===== config.mk =====
export PLATFORM = sky130hd
export DESIGN_NAME = rxmb_alloc
export DESIGN_NICKNAME = d
export VERILOG_FILES = /design/src/rtl/rxmb_pkg.sv /design/src/rtl/rxmb_match.sv /design/src/rtl/rxmb_pick.sv /design/src/rtl/rxmb_alloc.sv
export SDC_FILE = /design/constraint.sdc
export NUM_CORES = 2
export LEC_CHECK = 0
export BUFFER_PORTS_ARGS = -buffer_cell sky130_fd_sc_hd__buf_2
export CAP_MARGIN = 10
export CORE_ASPECT_RATIO = 0.8
export CORE_MARGIN = 2
export CORE_UTILIZATION = 63
export DETAILED_ROUTE_END_ITERATION = 10
export GPL_TIMING_DRIVEN = 0
export PLACE_DENSITY = 0.89
export SLEW_MARGIN = 40
export SYNTH_ARGS = -nofsm -noshare
export SYNTH_HDL_FRONTEND = slang
export SYNTH_SLANG_ARGS = --single-unit
export TNS_END_PERCENT = 30

===== constraint.sdc =====
create_clock -name clk -period 7.45 [get_ports clk]
set_clock_uncertainty 0.15 [all_clocks]
set_input_delay 2.235 -clock clk [delete_from_list [all_inputs] [get_ports clk]]
set_output_delay 2.235 -clock clk [all_outputs]
set_load 0.01 [all_outputs]

===== src/rtl/rxmb_pkg.sv =====
package rxmb_pkg;
    localparam int MODE_W     = 3;
    localparam logic [MODE_W-1:0] MODE_OFF    = 3'd0;
    localparam logic [MODE_W-1:0] MODE_RX     = 3'd1;
    localparam logic [MODE_W-1:0] MODE_RX_OVR = 3'd2;

    localparam int FLD_W      = 3;
    localparam int FLD_MODE   = 0;
    localparam int FLD_MASK   = 1;
    localparam int FLD_ID     = 2;
    localparam int FLD_STAT   = 3;
    localparam int FLD_DLO    = 4;
    localparam int FLD_DHI    = 5;

    localparam int GLB_STATUS = 0;
    localparam int GLB_CMD    = 1;

    localparam int IDE_BIT    = 29;
    localparam int DLC_LSB    = 16;
    localparam int RTR_BIT    = 20;
    localparam int FULL_BIT   = 23;
    localparam int LOST_BIT   = 24;
endpackage


===== src/rtl/rxmb_match.sv =====
module rxmb_match
    import rxmb_pkg::*;
#(
    parameter int ID_W = 29
) (
    input  logic [MODE_W-1:0] mode,
    input  logic [ID_W-1:0]   mask,
    input  logic [ID_W-1:0]   id,
    input  logic              ide,
    input  logic              full,
    input  logic [ID_W-1:0]   rx_id,
    input  logic              rx_ide,
    output logic              take_free,
    output logic              take_ovr
);
    logic hit;
    logic enabled;

    assign hit       = (((rx_id ^ id) & mask) == '0) && (rx_ide == ide);
    assign enabled   = (mode == MODE_RX) || (mode == MODE_RX_OVR);
    assign take_free = hit && enabled && !full;
    assign take_ovr  = hit && full && (mode == MODE_RX_OVR);
endmodule


===== src/rtl/rxmb_pick.sv =====
module rxmb_pick #(
    parameter int N = 8,
    localparam int IW = (N > 1) ? $clog2(N) : 1
) (
    input  logic [N-1:0]  req,
    output logic          hit,
    output logic [IW-1:0] idx
);
    always_comb begin
        hit = 1'b0;
        idx = '0;
        for (int i = N - 1; i >= 0; i--) begin
            if (req[i]) begin
                hit = 1'b1;
                idx = IW'(i);
            end
        end
    end
endmodule


===== src/rtl/rxmb_alloc.sv =====
module rxmb_alloc
    import rxmb_pkg::*;
#(
    parameter int NUM_MB = 8,
    parameter int ID_W   = 29,
    parameter int DLC_W  = 4,
    parameter int REG_W  = 32,
    localparam int DATA_W = 2 * REG_W,
    localparam int ADDR_W = $clog2(8 * (NUM_MB + 1))
) (
    input  logic              clk,
    input  logic              rst_n,
    input  logic              rx_valid,
    input  logic [ID_W-1:0]   rx_id,
    input  logic              rx_ide,
    input  logic              rx_rtr,
    input  logic [DLC_W-1:0]  rx_dlc,
    input  logic [DATA_W-1:0] rx_data,
    input  logic              reg_we,
    input  logic [ADDR_W-1:0] reg_addr,
    input  logic [REG_W-1:0]  reg_wdata,
    output logic [REG_W-1:0]  reg_rdata,
    output logic [NUM_MB-1:0] mb_irq
);
    localparam int IDX_W = (NUM_MB > 1) ? $clog2(NUM_MB) : 1;
    localparam int GRP_W = ADDR_W - FLD_W;

    typedef struct packed {
        logic [MODE_W-1:0] mode;
        logic [ID_W-1:0]   mask;
        logic [ID_W-1:0]   id;
        logic              ide;
        logic [DLC_W-1:0]  dlc;
        logic              rtr;
        logic [DATA_W-1:0] data;
        logic              full;
        logic              lost;
    } mb_t;

    mb_t [NUM_MB-1:0] mb_q, mb_d;

    logic [NUM_MB-1:0] free_req, ovr_req, full_vec;
    logic              free_hit, ovr_hit, cap_hit, use_ovr;
    logic [IDX_W-1:0]  free_idx, ovr_idx, cap_idx, sel_idx;
    logic [GRP_W-1:0]  grp;
    logic [FLD_W-1:0]  fld;
    logic              grp_mb, cmd_wr;
    logic              unused_wdata;

    assign grp    = reg_addr[ADDR_W-1:FLD_W];
    assign fld    = reg_addr[FLD_W-1:0];
    assign grp_mb = (grp != '0) && (int'(grp) <= NUM_MB);
    assign sel_idx = IDX_W'(grp - GRP_W'(1));
    assign cmd_wr = reg_we && (grp == '0) && (fld == FLD_W'(GLB_CMD));
    assign unused_wdata = ^reg_wdata[REG_W-1:IDE_BIT+1];

    for (genvar g = 0; g < NUM_MB; g++) begin : g_mb
        rxmb_match #(.ID_W(ID_W)) u_match (
            .mode      (mb_q[g].mode),
            .mask      (mb_q[g].mask),
            .id        (mb_q[g].id),
            .ide       (mb_q[g].ide),
            .full      (mb_q[g].full),
            .rx_id     (rx_id),
            .rx_ide    (rx_ide),
            .take_free (free_req[g]),
            .take_ovr  (ovr_req[g])
        );
        assign full_vec[g] = mb_q[g].full;
    end

    rxmb_pick #(.N(NUM_MB)) u_pick_free (.req(free_req), .hit(free_hit), .idx(free_idx));
    rxmb_pick #(.N(NUM_MB)) u_pick_ovr  (.req(ovr_req),  .hit(ovr_hit),  .idx(ovr_idx));

    assign cap_hit = rx_valid && (free_hit || ovr_hit);
    assign use_ovr = !free_hit;
    assign cap_idx = free_hit ? free_idx : ovr_idx;

    always_comb begin
        mb_d = mb_q;
        for (int i = 0; i < NUM_MB; i++) begin
            if (cmd_wr && reg_wdata[i]) begin
                mb_d[i].full = 1'b0;
                mb_d[i].lost = 1'b0;
            end
        end
        if (reg_we && grp_mb) begin
            case (int'(fld))
                FLD_MODE: mb_d[sel_idx].mode = reg_wdata[MODE_W-1:0];
                FLD_MASK: mb_d[sel_idx].mask = reg_wdata[ID_W-1:0];
                FLD_ID: begin
                    mb_d[sel_idx].id  = reg_wdata[ID_W-1:0];
                    mb_d[sel_idx].ide = reg_wdata[IDE_BIT];
                end
                default: ;
            endcase
        end
        if (cap_hit) begin
            mb_d[cap_idx].id   = rx_id;
            mb_d[cap_idx].dlc  = rx_dlc;
            mb_d[cap_idx].rtr  = rx_rtr;
            mb_d[cap_idx].data = rx_data;
            mb_d[cap_idx].full = 1'b1;
            mb_d[cap_idx].lost = use_ovr | mb_d[cap_idx].lost;
        end
    end

    always_ff @(posedge clk or negedge rst_n) begin
        if (!rst_n) mb_q <= '0;
        else        mb_q <= mb_d;
    end

    always_comb begin
        reg_rdata = '0;
        if (grp == '0) begin
            if (fld == FLD_W'(GLB_STATUS)) reg_rdata[NUM_MB-1:0] = full_vec;
        end else if (grp_mb) begin
            case (int'(fld))
                FLD_MODE: reg_rdata[MODE_W-1:0] = mb_q[sel_idx].mode;
                FLD_MASK: reg_rdata[ID_W-1:0]   = mb_q[sel_idx].mask;
                FLD_ID: begin
                    reg_rdata[ID_W-1:0] = mb_q[sel_idx].id;
                    reg_rdata[IDE_BIT]  = mb_q[sel_idx].ide;
                end
                FLD_STAT: begin
                    reg_rdata[DLC_LSB +: DLC_W] = mb_q[sel_idx].dlc;
                    reg_rdata[RTR_BIT]          = mb_q[sel_idx].rtr;
                    reg_rdata[FULL_BIT]         = mb_q[sel_idx].full;
                    reg_rdata[LOST_BIT]         = mb_q[sel_idx].lost;
                end
                FLD_DLO: reg_rdata = mb_q[sel_idx].data[REG_W-1:0];
                FLD_DHI: reg_rdata = mb_q[sel_idx].data[DATA_W-1:REG_W];
                default: ;
            endcase
        end
    end

    assign mb_irq = full_vec;
endmodule


==> summary.txt, run 1 <==
STATUS
----------------------------------------------------------------------------------------
Status .................................................................... stopped before the end
Stopped at ................................................................ global routing (5_1_grt)
Tool error ................................................................ [ERROR GRT-0232] Routing congestion too high. Check the congestion heatmap in the GUI.

SYNTH
----------------------------------------------------------------------------------------
Most used flip-flop cell after synthesis ..................................      dfrtp_1
Most numerous cell in the Yosys netlist ...................................      dfrtp_1
Area of the mapped netlist ................................................  54000 sq um
Proportion of netlist area held by the largest area contributor ...........        49.3%
Syn Area/Cell .............................................................   13.2 sq um
Commonest cells in the synthesized netlist ................................ dfrtp_1, mux2_2, a22oi_1, xor2_1, mux2_4
Count of flip-flops with a built-in enable after synthesis ................            0
Count of unique library cells instantiated by Yosys .......................           58
Area contributors post-synth .............................................. dfrtp_1, mux2_2, a22oi_1, mux2_4, xor2_1
Post-synth top area cell ..................................................      dfrtp_1
Total of flip-flops plus latches after synthesis ..........................         1064
Synthesized net count .....................................................         4239
Syn. warnings .............................................................            0
Async set-reset flop share out of synthesis ...............................         100%
Part of the Yosys area used for sequential elements .......................        49.3%
Synth Instances ...........................................................         4096

PLACE
----------------------------------------------------------------------------------------
Number of buffers added on ports ..........................................          148
Total half-perimeter wirelength after legalization and detailed placement .    214000 um
Final RePlAce weighted congestion .........................................         1.23

CLOCKING
----------------------------------------------------------------------------------------
CTS root buf ..............................................................    clkbuf_16
Largest buffer count on any clock path ....................................            3
Number of buffers added by the clock tree synthesis step ..................          103
Sinks on Clock Net ........................................................         1064
# hold bufs at CTS ........................................................            0
CTS H-tree depth ..........................................................            3

GLOBAL ROUTE
----------------------------------------------------------------------------------------
Maximum number of pins on one net before global-route repair ..............          101
Global route total overflow ...............................................            3
Total routing usage reported by global routing ............................        76.1%

FLOORPLAN
----------------------------------------------------------------------------------------
Number of rows in the core area ...........................................           95
# IOs .....................................................................          182
Die outline height ........................................................       266 um
Initial Util ..............................................................        63.9%
Die boundary width ........................................................       331 um

layer usage:
metal  global-route usage [%]  GRT overflow
met1                     81.8             0
met4                     63.6             2
met5                     48.7             0
met2                     84.8             1
met3                     67.4             0
timing repair:
action	in CTS
endpoints found under the setup margin	32
endpoints found under the hold margin	0
gates cloned	0
resized for setup	347
pin swaps	65
buffers inserted	80
metrics by stage:
| step | hold WS [ns] | cell area (sq um) | setup WS [ns] | util (%) | std cells |
|---|---|---|---|---|---|
| 2_1_floorplan | 0.299 | 54000 | 0.352 | - | 4096 |
| 3_5_place_dp | 0.330 | 58100 | -1.73 | 68.9 | 5431 |
| 4_1_cts | 0.345 | 64200 | -0.307 | 76.0 | 5697 |
| 3_3_place_gp | 0.313 | 56100 | -18.99 | 66.5 | 5359 |
cell families after synthesis:
group | count (synthesis) | share of synthesized area, %
adders and majority gates | 1 | 0.0232
DFF | 1064 | 49.3
xor gates and xnor gates | 252 | 4.09
and+or+nand+nor | 338 | 3.45
AOI/OAI and AO/OA | 781 | 11.0
buffers and inverters | 370 | 3.74
muxes | 1290 | 28.3
==> run 2: changes to the inputs <==
--- a/config.mk
+++ b/config.mk
@@ -7,12 +7,11 @@
 export LEC_CHECK = 0
 export BUFFER_PORTS_ARGS = -buffer_cell sky130_fd_sc_hd__buf_2
 export CAP_MARGIN = 10
-export CORE_ASPECT_RATIO = 0.8
 export CORE_MARGIN = 2
-export CORE_UTILIZATION = 63
+export CORE_UTILIZATION = 40
 export DETAILED_ROUTE_END_ITERATION = 10
 export GPL_TIMING_DRIVEN = 0
-export PLACE_DENSITY = 0.89
+export PLACE_DENSITY_LB_ADDON = 0.15
 export SLEW_MARGIN = 40
 export SYNTH_ARGS = -nofsm -noshare
 export SYNTH_HDL_FRONTEND = slang
==> run 2 against run 1 <==
The flow now finishes, with violations (negative setup slack). Area after synthesis unchanged. Synthesized cell count unchanged.
==> summary.txt, run 2 <==
TIMING
--------------------------------------------------------------------------------------------------------
Max Freq ..................................................................................    0.127 GHz
Setup repair after global routing missed its margin .......................................         true
Share of the clock period used by the worst path ..........................................         106%
Fin worst setup slack .....................................................................    -0.422 ns
Post-Route Setup TNS ......................................................................     -6.77 ns
Final max-slew violation count ............................................................            0
Worst slew slack as a fraction of its limit ...............................................        29.0%
Minimum clock period ......................................................................      7.87 ns
Worst slew pin tran .......................................................................      1.06 ns
Final hold violation count ................................................................            0
Total of endpoints with negative setup slack in the final report ..........................           31
Worst hold margin .........................................................................     0.338 ns

SETUP PATH
--------------------------------------------------------------------------------------------------------
Cell family contributing the most delay on the critical path .............................. buffers and inverters
Count of cells along the worst register-to-register path ..................................           11
Class of the most critical setup path .....................................................    in -> out
Register-to-register setup slack ..........................................................      2.16 ns
CP Buf/Inv Count ..........................................................................            7
Crit path largest cell delay ..............................................................      0.47 ns
End of the worst register-to-register path ................................................    mb_q[970]
Category of the worst setup path launch point .............................................   input port
Cell-by-cell listing of the critical path ................................................. buf_12, inv_4, ha_4, xnor2_4, nor2_4, buf_4, buf_4, clkbuf_2, buf_16, a22oi_1, nand4_1, a22o_1, a222oi_1, nor2_2, buf_2
Critical path arrival .....................................................................      5.49 ns
Startpoint of the lowest-slack register-to-register path ..................................     mb_q[84]
Worst setup EP type ....................................................................... primary output
Top cell by count, worst path .............................................................        buf_4
Required time at the endpoint of the critical path ........................................      5.07 ns
Library cell contributing the largest single delay on the critical path ...................     a222oi_1
Maximum fanout count along the critical path ..............................................            7

SYNTH
--------------------------------------------------------------------------------------------------------
Post-synth top area cell ..................................................................      dfrtp_1   unchanged
Syn Area/Cell .............................................................................   13.2 sq um   unchanged
Synthesized net count .....................................................................         4239   unchanged
Part of the Yosys area used for sequential elements .......................................        49.3%   unchanged
Syn. warnings .............................................................................            0   unchanged
Proportion of netlist area held by the largest area contributor ...........................        49.3%   unchanged
Area of the mapped netlist ................................................................  54000 sq um   unchanged
Commonest cells in the synthesized netlist ................................................ dfrtp_1, mux2_2, a22oi_1, xor2_1, mux2_4   unchanged
Async set-reset flop share out of synthesis ...............................................         100%   unchanged
Count of flip-flops with a built-in enable after synthesis ................................            0   unchanged
Most used flip-flop cell after synthesis ..................................................      dfrtp_1   unchanged
Most numerous cell in the Yosys netlist ...................................................      dfrtp_1   unchanged
Synth Instances ...........................................................................         4096   unchanged
Count of unique library cells instantiated by Yosys .......................................           58   unchanged
Total of flip-flops plus latches after synthesis ..........................................         1064   unchanged
Area contributors post-synth .............................................................. dfrtp_1, mux2_2, a22oi_1, mux2_4, xor2_1   unchanged

ROUTE
--------------------------------------------------------------------------------------------------------
Ratio of routed vias to standard cells ....................................................         6.77
Post-route DRC violation count ............................................................            0
Wire length per cell ......................................................................      48.8 um
Pre-antenna DRT Iters .....................................................................            7
Final routed wirelength across all metal layers ...........................................    317000 um
Count of vias placed by the detailed router ...............................................        43906
Violation count after the first detailed-route iteration ..................................         5682
Post-route ant nets .......................................................................            0

FINAL LAYOUT
--------------------------------------------------------------------------------------------------------
Commonest non-fill, non-tap cell in the layout ............................................      dfrtp_1
End-of-flow core utilization ..............................................................        50.2%
Ratio of cells with drive above 1 in the final layout .....................................        46.0%
Final standard cell count with taps included and fillers excluded .........................         6487
Layout area overhead ......................................................................        24.4%
Commonest non-fill, non-tap cells in the layout ........................................... dfrtp_1, mux2_2, a22oi_1
Finished layout cell area .................................................................  67100 sq um
Number of nets at the end of the flow .....................................................         4730

GLOBAL ROUTE
--------------------------------------------------------------------------------------------------------
Met3 track demand over resource ...........................................................        14.6%
Global route total overflow ...............................................................            0
Global-route wire length before repair ....................................................    412000 um
Met1 capacity usage during global routing .................................................        57.3%
Total routing usage reported by global routing ............................................        45.7%
Initial antenna violation count ...........................................................           51
Vias in the first global route ............................................................        41904
Maximum number of pins on one net before global-route repair ..............................          101
Global-route layer with the greatest usage ................................................         met2
Met2 Use GR ...............................................................................        64.2%

CLOCKING
--------------------------------------------------------------------------------------------------------
Number of buffers added by the clock tree synthesis step ..................................          131   was 103
TritonCTS clock tree ......................................................................         done
Post-CTS clock slew at the launch and capture registers of the worst setup and hold paths .      0.06 ns
CTS root buf ..............................................................................    clkbuf_16   unchanged
Clock Latency Late Sink ...................................................................      0.81 ns
Sinks on Clock Net ........................................................................         1064   unchanged
CTS H-tree depth ..........................................................................            4   was 3
Largest buffer count on any clock path ....................................................            3   unchanged

PLACE
--------------------------------------------------------------------------------------------------------
Number of buffers added on ports ..........................................................          148   unchanged
Placed standard-cell area .................................................................  59900 sq um   was 58100 sq um
Total half-perimeter wirelength after legalization and detailed placement .................    237000 um   was 214000 um
Setup slack at placement ..................................................................     -1.87 ns   was -1.73 ns
Final RePlAce weighted congestion .........................................................         1.10   was 1.23
Cells after DPL ...........................................................................         6116   was 5431

POWER
--------------------------------------------------------------------------------------------------------
Clock power share .........................................................................        32.1%
Proportion of total power due to net switching ............................................        35.0%
Part of the power in registers ............................................................        40.0%
Post-layout power .........................................................................      21.2 mW
IR Drop Worst-Case VDD ....................................................................     0.233 mV
Leakage power .............................................................................      31.7 nW
Combinational fraction of design power ....................................................        27.9%
Power density cells .......................................................................  316 nW/um^2
Switching component of the power ..........................................................      7.44 mW
Internal power ............................................................................      13.8 mW

FLOORPLAN
--------------------------------------------------------------------------------------------------------
Initial Util ..............................................................................        40.4%   was 63.9%
Area enclosed by the die boundary ......................................................... 138000 sq um
# IOs .....................................................................................          182   unchanged
Number of rows in the core area ...........................................................          134   was 95
Die boundary width ........................................................................       371 um   was 331 um
Die outline height ........................................................................       371 um   was 266 um
Core ar. .................................................................................. 134000 sq um

WORST HOLD PATH
--------------------------------------------------------------------------------------------------------
Worst Hold Class ..........................................................................   reg -> reg
Hold Path End .............................................................................    mb_q[830]
Start point of the worst min-delay path ...................................................    mb_q[830]
Cells on Worst Hold Path ..................................................................            1

STATUS
--------------------------------------------------------------------------------------------------------
Violations in the final reports ........................................................... negative setup slack
Status .................................................................................... finished with violations   was stopped before the end

JOB
--------------------------------------------------------------------------------------------------------
Number of maximum-capacitance violations ..................................................            0

## run 2: how the worst max path moves through the flow
stage,from,endpoint,depth (start not counted)
floorplan,reg_addr[3],reg_rdata[1],11
global placement,rst_n,mb_q[555],1
detailed placement,reg_addr[3],reg_rdata[5],14
CTS,reg_addr[4],reg_rdata[12],16
global route,reg_addr[3],reg_rdata[12],15
finish,reg_addr[3],reg_rdata[12],15
## run 2: kinds of logic after synthesis
group,after synthesis,synth area share (%)
xor+xnor,252,4.09
mux,1290,28.3
flops,1064,49.3
compound gates,781,11.0
simple gates,338,3.45
fa+ha+maj,1,0.0232
buf+inv,370,3.74
## run 2: per-layer routing
metal | up-vias | part of all wire, %
met5 | - | 0.044
met4 | 24 | 10
met3 | 994 | 11
met2 | 3100 | 41
met1 | 23199 | 38
li1 | 16589 | -
## run 2: timing repair
item | 4_1_cts | 5_1_grt
gates cloned | 1 | 0
setup endpoints to repair | 32 | 32
pin swaps | 63 | 65
hold buffers | 0 | 0
gates resized for setup | 310 | 123
buffers inserted | 76 | 39
## run 2: cell type report
cell class / instances / area, sq um
Timing Repair Buffer: 365 / 4330
Clock buffer: 190 / 3820
Antenna cell: 33 / 82.6
Clock inverter: 42 / 658
Tap cell: 1768 / 2210
Multi-Input combinational cell: 2662 / 26000
Fill cell: 11700 / 66500
Buffer: 359 / 3350
Inverter: 4 / 20.0
Sequential cell: 1064 / 26600
## run 2: power groups by stage
stage          sequential (mW)  combinational (mW)  clock (mW)
5_1_grt                   8.62                5.96        7.05
3_3_place_gp              8.49                5.16           0
3_5_place_dp              8.51                5.44           0
6_report                  8.51                5.93        6.81
2_1_floorplan             8.02                3.07           0
4_1_cts                   8.43                5.63        6.80
Power figures use the tool's default switching activity.
